===== src/rtl/exc_entry_pkg.sv =====
package exc_entry_pkg;
  localparam int ID_W   = 3;
  localparam int MODE_W = 5;
  localparam int N_SRC  = 7;

  // Identifier equals vector offset / 4
  localparam logic [ID_W-1:0] ID_RST  = 3'd0;
  localparam logic [ID_W-1:0] ID_UND  = 3'd1;
  localparam logic [ID_W-1:0] ID_SWI  = 3'd2;
  localparam logic [ID_W-1:0] ID_PABT = 3'd3;
  localparam logic [ID_W-1:0] ID_DABT = 3'd4;
  localparam logic [ID_W-1:0] ID_RSVD = 3'd5;
  localparam logic [ID_W-1:0] ID_IRQ  = 3'd6;
  localparam logic [ID_W-1:0] ID_FIQ  = 3'd7;

  localparam logic [MODE_W-1:0] MODE_SVC = 5'b10011;
  localparam logic [MODE_W-1:0] MODE_UND = 5'b11011;
  localparam logic [MODE_W-1:0] MODE_ABT = 5'b10111;
  localparam logic [MODE_W-1:0] MODE_IRQ = 5'b10010;
  localparam logic [MODE_W-1:0] MODE_FIQ = 5'b10001;

  function automatic logic [4:0] vec_offset(input logic [ID_W-1:0] id);
    return {id, 2'b00};
  endfunction

  function automatic logic [MODE_W-1:0] entry_mode(input logic [ID_W-1:0] id);
    case (id)
      ID_UND:           return MODE_UND;
      ID_PABT, ID_DABT: return MODE_ABT;
      ID_IRQ:           return MODE_IRQ;
      ID_FIQ:           return MODE_FIQ;
      default:          return MODE_SVC;
    endcase
  endfunction

  function automatic logic entry_sets_f(input logic [ID_W-1:0] id);
    return (id == ID_RST) || (id == ID_FIQ);
  endfunction
endpackage


===== src/rtl/exc_prio_pick.sv =====
module exc_prio_pick
  import exc_entry_pkg::*;
(
  input  logic            clk,
  input  logic            rst_n,
  input  logic            rst_pend,
  input  logic            dabt_req,
  input  logic            fiq_req,
  input  logic            irq_req,
  input  logic            pabt_req,
  input  logic            undef_req,
  input  logic            swi_req,
  input  logic            i_q,
  input  logic            f_q,
  input  logic            blocked,
  output logic            take,
  output logic [ID_W-1:0] sel_id
);
  // Index 0 is the highest priority
  localparam logic [ID_W-1:0] RANK [N_SRC] =
    '{ID_RST, ID_DABT, ID_FIQ, ID_IRQ, ID_PABT, ID_UND, ID_SWI};

  logic [N_SRC-1:0] eligible;

  always_comb begin
    eligible[0] = rst_pend;
    eligible[1] = dabt_req;
    eligible[2] = fiq_req & ~f_q;
    eligible[3] = irq_req & ~i_q;
    eligible[4] = pabt_req;
    eligible[5] = undef_req;
    eligible[6] = swi_req;
  end

  always_comb begin
    sel_id = ID_RST;
    for (int k = N_SRC - 1; k >= 0; k--) begin
      if (eligible[k]) sel_id = RANK[k];
    end
    take = (|eligible) & ~blocked;
  end

  // data abort outranks both interrupt lines and the lower sources
  a_r1_dabt_first: assert property (@(posedge clk) disable iff (!rst_n)
    take && dabt_req && !rst_pend |-> sel_id == ID_DABT);
  // a masked IRQ is never the one chosen
  a_r7_irq_masked: assert property (@(posedge clk) disable iff (!rst_n)
    take && i_q |-> sel_id != ID_IRQ);
  // a masked FIQ is never the one chosen
  a_r7_fiq_masked: assert property (@(posedge clk) disable iff (!rst_n)
    take && f_q |-> sel_id != ID_FIQ);
endmodule


===== src/rtl/exc_mask_unit.sv =====
module exc_mask_unit
  import exc_entry_pkg::*;
(
  input  logic            clk,
  input  logic            rst_n,
  input  logic            take,
  input  logic [ID_W-1:0] sel_id,
  input  logic            ld,
  input  logic            ld_i,
  input  logic            ld_f,
  output logic            i_q,
  output logic            f_q
);
  logic set_f;
  assign set_f = entry_sets_f(sel_id);

  always_ff @(posedge clk or negedge rst_n) begin
    if (!rst_n) begin
      i_q <= 1'b1;
      f_q <= 1'b1;
    end else if (take) begin
      i_q <= 1'b1;
      if (set_f) f_q <= 1'b1;
    end else if (ld) begin
      i_q <= ld_i;
      f_q <= ld_f;
    end
  end

  // I is set after every entry
  a_r5_i_set: assert property (@(posedge clk) disable iff (!rst_n)
    take |=> i_q);
  // F is kept on entries other than reset and FIQ
  a_r6_f_kept: assert property (@(posedge clk) disable iff (!rst_n)
    take && !set_f |=> f_q == $past(f_q));
  // F is set on reset and FIQ entries
  a_r6_f_set: assert property (@(posedge clk) disable iff (!rst_n)
    take && set_f |=> f_q);
  // a mask write lands when no entry is decided
  a_r10_load: assert property (@(posedge clk) disable iff (!rst_n)
    ld && !take |=> (i_q == $past(ld_i)) && (f_q == $past(ld_f)));
endmodule


===== src/rtl/exc_entry_reg.sv =====
module exc_entry_reg
  import exc_entry_pkg::*;
#(
  parameter int              ADDR_W  = 32,
  parameter logic [ADDR_W-1:0] LO_BASE = '0,
  parameter logic [ADDR_W-1:0] HI_BASE = 32'hFFFF_0000
)(
  input  logic              clk,
  input  logic              rst_n,
  input  logic              take,
  input  logic [ID_W-1:0]   sel_id,
  input  logic              hivec_sel,
  output logic              stb,
  output logic [ID_W-1:0]   id_q,
  output logic [ADDR_W-1:0] vec_q,
  output logic [MODE_W-1:0] mode_q
);
  logic [ADDR_W-1:0] base;
  assign base = hivec_sel ? HI_BASE : LO_BASE;

  always_ff @(posedge clk or negedge rst_n) begin
    if (!rst_n) begin
      stb    <= 1'b0;
      id_q   <= ID_RST;
      vec_q  <= LO_BASE;
      mode_q <= MODE_SVC;
    end else begin
      stb <= take;
      if (take) begin
        id_q   <= sel_id;
        vec_q  <= base | ADDR_W'(vec_offset(sel_id));
        mode_q <= entry_mode(sel_id);
      end
    end
  end

  // the reserved slot never appears on an entry
  a_r2_no_reserved: assert property (@(posedge clk) disable iff (!rst_n)
    stb |-> (id_q != ID_RSVD) && (vec_q[4:0] != 5'h14));
  // the base follows the select sampled at the decision edge
  a_r3_base: assert property (@(posedge clk) disable iff (!rst_n)
    stb |-> (vec_q & ~ADDR_W'(5'h1C)) == ($past(hivec_sel) ? HI_BASE : LO_BASE));
endmodule


===== src/rtl/exc_entry_ctrl.sv =====
module exc_entry_ctrl
  import exc_entry_pkg::*;
#(
  parameter int                ADDR_W  = 32,
  parameter logic [ADDR_W-1:0] LO_BASE = '0,
  parameter logic [ADDR_W-1:0] HI_BASE = 32'hFFFF_0000
)(
  input  logic              clk,
  input  logic              rst_n,
  input  logic              dabt_req,
  input  logic              fiq_req,
  input  logic              irq_req,
  input  logic              pabt_req,
  input  logic              undef_req,
  input  logic              swi_req,
  input  logic              mask_wr,
  input  logic              mask_i_wr,
  input  logic              mask_f_wr,
  input  logic              hivec_sel,
  output logic              entry_stb,
  output logic [ID_W-1:0]   exc_id,
  output logic [ADDR_W-1:0] vec_addr,
  output logic [MODE_W-1:0] mode_out,
  output logic              i_mask,
  output logic              f_mask
);
  // Named internal events for the checks
  logic            rst_pend;
  logic            take;
  logic [ID_W-1:0] sel_id;

  always_ff @(posedge clk or negedge rst_n) begin
    if (!rst_n) rst_pend <= 1'b1;
    else        rst_pend <= 1'b0;
  end

  exc_prio_pick u_pick (
    .clk(clk), .rst_n(rst_n), .rst_pend(rst_pend),
    .dabt_req(dabt_req), .fiq_req(fiq_req), .irq_req(irq_req),
    .pabt_req(pabt_req), .undef_req(undef_req), .swi_req(swi_req),
    .i_q(i_mask), .f_q(f_mask), .blocked(entry_stb),
    .take(take), .sel_id(sel_id)
  );

  exc_mask_unit u_mask (
    .clk(clk), .rst_n(rst_n), .take(take), .sel_id(sel_id),
    .ld(mask_wr), .ld_i(mask_i_wr), .ld_f(mask_f_wr),
    .i_q(i_mask), .f_q(f_mask)
  );

  exc_entry_reg #(.ADDR_W(ADDR_W), .LO_BASE(LO_BASE), .HI_BASE(HI_BASE)) u_ent (
    .clk(clk), .rst_n(rst_n), .take(take), .sel_id(sel_id),
    .hivec_sel(hivec_sel), .stb(entry_stb), .id_q(exc_id),
    .vec_q(vec_addr), .mode_q(mode_out)
  );

  // the strobe never lasts two cycles
  a_r8_one_cycle: assert property (@(posedge clk) disable iff (!rst_n)
    entry_stb |=> !entry_stb);
  // the first edge after release takes the reset entry
  a_r9_reset_entry: assert property (@(posedge clk) disable iff (!rst_n)
    rst_pend |=> entry_stb && exc_id == ID_RST && i_mask && f_mask);
endmodule


===== config.mk =====
export PLATFORM = sky130hd
export DESIGN_NAME = exc_entry_ctrl
export DESIGN_NICKNAME = d
export VERILOG_FILES = /design/src/rtl/exc_entry_pkg.sv /design/src/rtl/exc_prio_pick.sv /design/src/rtl/exc_mask_unit.sv /design/src/rtl/exc_entry_reg.sv /design/src/rtl/exc_entry_ctrl.sv
export SDC_FILE = /design/constraint.sdc
export NUM_CORES = 1
export LEC_CHECK = 0
export BUFFER_PORTS_ARGS = -buffer_cell sky130_fd_sc_hd__buf_2
export CAP_MARGIN = 15
export CORE_MARGIN = 2
export CORE_UTILIZATION = 42
export CTS_CLUSTER_DIAMETER = 40
export DETAILED_ROUTE_END_ITERATION = 6
export GPL_TIMING_DRIVEN = 1
export PLACE_DENSITY = 0.79
export SLEW_MARGIN = 10
export SYNTH_ARGS = -nofsm -noshare
export SYNTH_HDL_FRONTEND = slang
export SYNTH_SLANG_ARGS = --single-unit

===== constraint.sdc =====
create_clock -name clk -period 1.5 [get_ports clk]
set_input_delay 0.3 -clock clk [delete_from_list [all_inputs] [get_ports clk]]
set_output_delay 0.3 -clock clk [all_outputs]
set_load 0.005 [all_outputs]

==> flow_summary.yaml <==
sta:
  max_freq_ghz: 0.713
  period_needed_ns: 1.40
  hold_viol_final: 0
  rsz0062_at_grt: "false"
  setup_violations: 0
  drv_slew: 0
  period_share_pct: 93.5
  fin_ws_ns: 0.0973
  whs_ns: 0.237
  final.setup_skew_ns: 0.00150
detailed_routing:
  drt_iter0_drc: 4
  wire_per_inst_um: 10.2
  drt-vias-per-instance: 4.50
  drt_first_pass_iters: 2
  detail-route-antenna-nets: 0
  routed_wl_um: 1400
  drc: 0
  vias: 617
yosys:
  yosys_warnings: 0
  synth_seq_cells: 12
  netlist.area_leader.share_pct: 27.7
  synthCells: 83
  ys_top_cells_by_area: "buf_4 (28%), dfrtp_1 (20%), dfstp_2 (15%)"
  avgSynthCellArea_um2: 10.4
  ys_types: 26
  syn_area_um2: 866
  post-synth-top-area-cell: "buf_4"
  ys_seq_area_share_pct: 35.4
layout:
  final_cell_area_um2: 977
  final_cell_mix: "buf_2 (40), conb_1 (15), dfrtp_1 (7), mux2_4 (6), dfstp_2 (5)"
  syn_to_final_growth_pct: 12.9
  multiInputGateArea_um2: 383
  utilization_pct: 49.8
  finalNetCount: 123
  nFillCells: 203
  n_antenna_cell: 0
  final_common_cell: "buf_2"
  seqCellArea_um2: 307
  drive_gt1_share_pct: 58.2
critical_path:
  r2r_cells: 4
  crit_path_top_delay_cell: "dfstp_2"
  cp_num_buf_inv: 0
  worstPathRequired_ns: 1.67
  arrival_ns: 1.57
  cp-start-kind: "flop"
  cpLargestDelayFamily: "flip-flops"
  path_cells: "nor2b_4 -> nor2_4 -> a31oi_4 -> mux2_4"
  slowest_delay_ns: 0.59
  cp.depth: 4
  crit_type: "reg2reg"
  cp-end-kind: "flop"
  critPathMaxFanout: 5
clock_network:
  clkTransAtPathRegs_ns: 0.08
  clockBufferDepth: 2
  tritoncts: "yes"
  ctsHtreeMaxLevel: 1
  insertion_delay_ns: 0.28
  cts_num_sinks: 12
  cts_root_buf: "clkbuf_4"
  cts_buffers: 3
grt:
  first_global_vias: 520
  antenna_found_initial: 0
  grt_max_degree: 18
  grt.overflow.total: 0
  grt_usage_pct: 11.8
  grt_pass1_wl_um: 2190
placed_design:
  portBuffers: 40
  hpwlAfterDp_um: 1110
  postPlaceCellArea_um2: 908
  dp_slack_ns: -0.000677
  gp_congestion: 0.809
power:
  p_leak_nw: 0.498
  p_per_area_nw_per_um2: 1250
  p_total_mw: 1.22
  peakVddDrop_uv: 701
die:
  rows: 16
  start_util_pct: 44.1
  dieArea_um2: 2440
  die_width_um: 49.4
  core_um2: 1960
  top_level_ports: 55
  die_y_um: 49.4
hold_path:
  whs_path_depth: 2
  hold_class: "in2reg"
outcome:
  status: "complete, no violations"
job:
  drv_cap: 0
## synthesized netlist by cell type, drive strengths merged
cell / number
o21ai: 3
inv: 2
dfrtp: 7
nor2b: 3
o22a: 1
or2b: 1
conb: 2
dfstp: 5
mux2: 7
a211o: 1
nand2: 1
o21a: 1
nand2b: 1
nor2: 4
a21oi: 2
buf: 32
a31oi: 2
nand3: 1
nand4b: 1
a21boi: 2
nor3: 4
## through the flow
step                      instances  setup TNS (ns)
final                           137               0
after detailed placement        131       -0.000677
after CTS                       136               0
after global placement          131               0
after global routing            137               0
after floorplan                  96               0
## flip-flops by register name (all words and copies together), names as in the netlist
name,cells
u_ent.mode_q,4
rst_pend,1
u_mask.f_q,1
u_mask.i_q,1
u_ent.stb,1
u_ent.vec_q,2
u_ent.id_q,2
## cell type report
| cell class | instances | share of cell area (%) |
|---|---|---|
| flip-flops and latches | 12 | 31.4 |
| inverters | 2 | 0.768 |
| clock buffers | 4 | 3.71 |
| multi-input cells | 51 | 39.2 |
| repair buffers | 41 | 21.5 |
| well taps | 27 | 3.46 |
## worst paths after layout
path,from,end,slack (ns)
setup / recovery,u_mask.f_q,u_ent.vec_q[4],0.1
hold / removal,mask_i_wr,u_mask.i_q,0.24
setup reg to reg,u_mask.f_q,u_ent.vec_q[4],0.1
hold reg to reg,u_ent.mode_q[2],u_ent.mode_q[2],0.52
max in group asynchronous,rst_n,u_ent.mode_q[1],0.81
min in group asynchronous,rst_n,u_ent.stb,0.42
## cell families (layout without fill, tap and decap cells)
kind of cell,count (synthesis),after routing,synth area share [%]
flip-flops,12,12,35.4
AO/OA/AOI/OAI,12,13,10.7
other,2,15,0.867
buffers and inverters,34,47,28.6
AND/OR/NAND/NOR,16,16,12.7
multiplexers,7,7,11.7
## report_power, final
| group | internal [mW] | total (mW) | switching (mW) |
|---|---|---|---|
| sequential | 0.401 | 0.486 | 0.0851 |
| clock | 0.148 | 0.264 | 0.116 |
| combinational | 0.264 | 0.467 | 0.203 |
## per-layer routing
metal | vias up | GRT usage (%) | wire length, µm
met1 | 284 | 13.9 | 576
met5 | - | 0 | 0
met2 | 40 | 20.0 | 649
met3 | 5 | 1.84 | 147
li1 | 288 | - | -
met4 | 0 | 6.94 | 31
## timing repair
item	in CTS	in global routing
hold buffers	1	0
gates resized for setup	0	2
endpoints found under the setup margin	0	5
endpoints found under the hold margin	7	0
buffers inserted	0	0
Note: power is estimated with default switching activity, not from simulation.
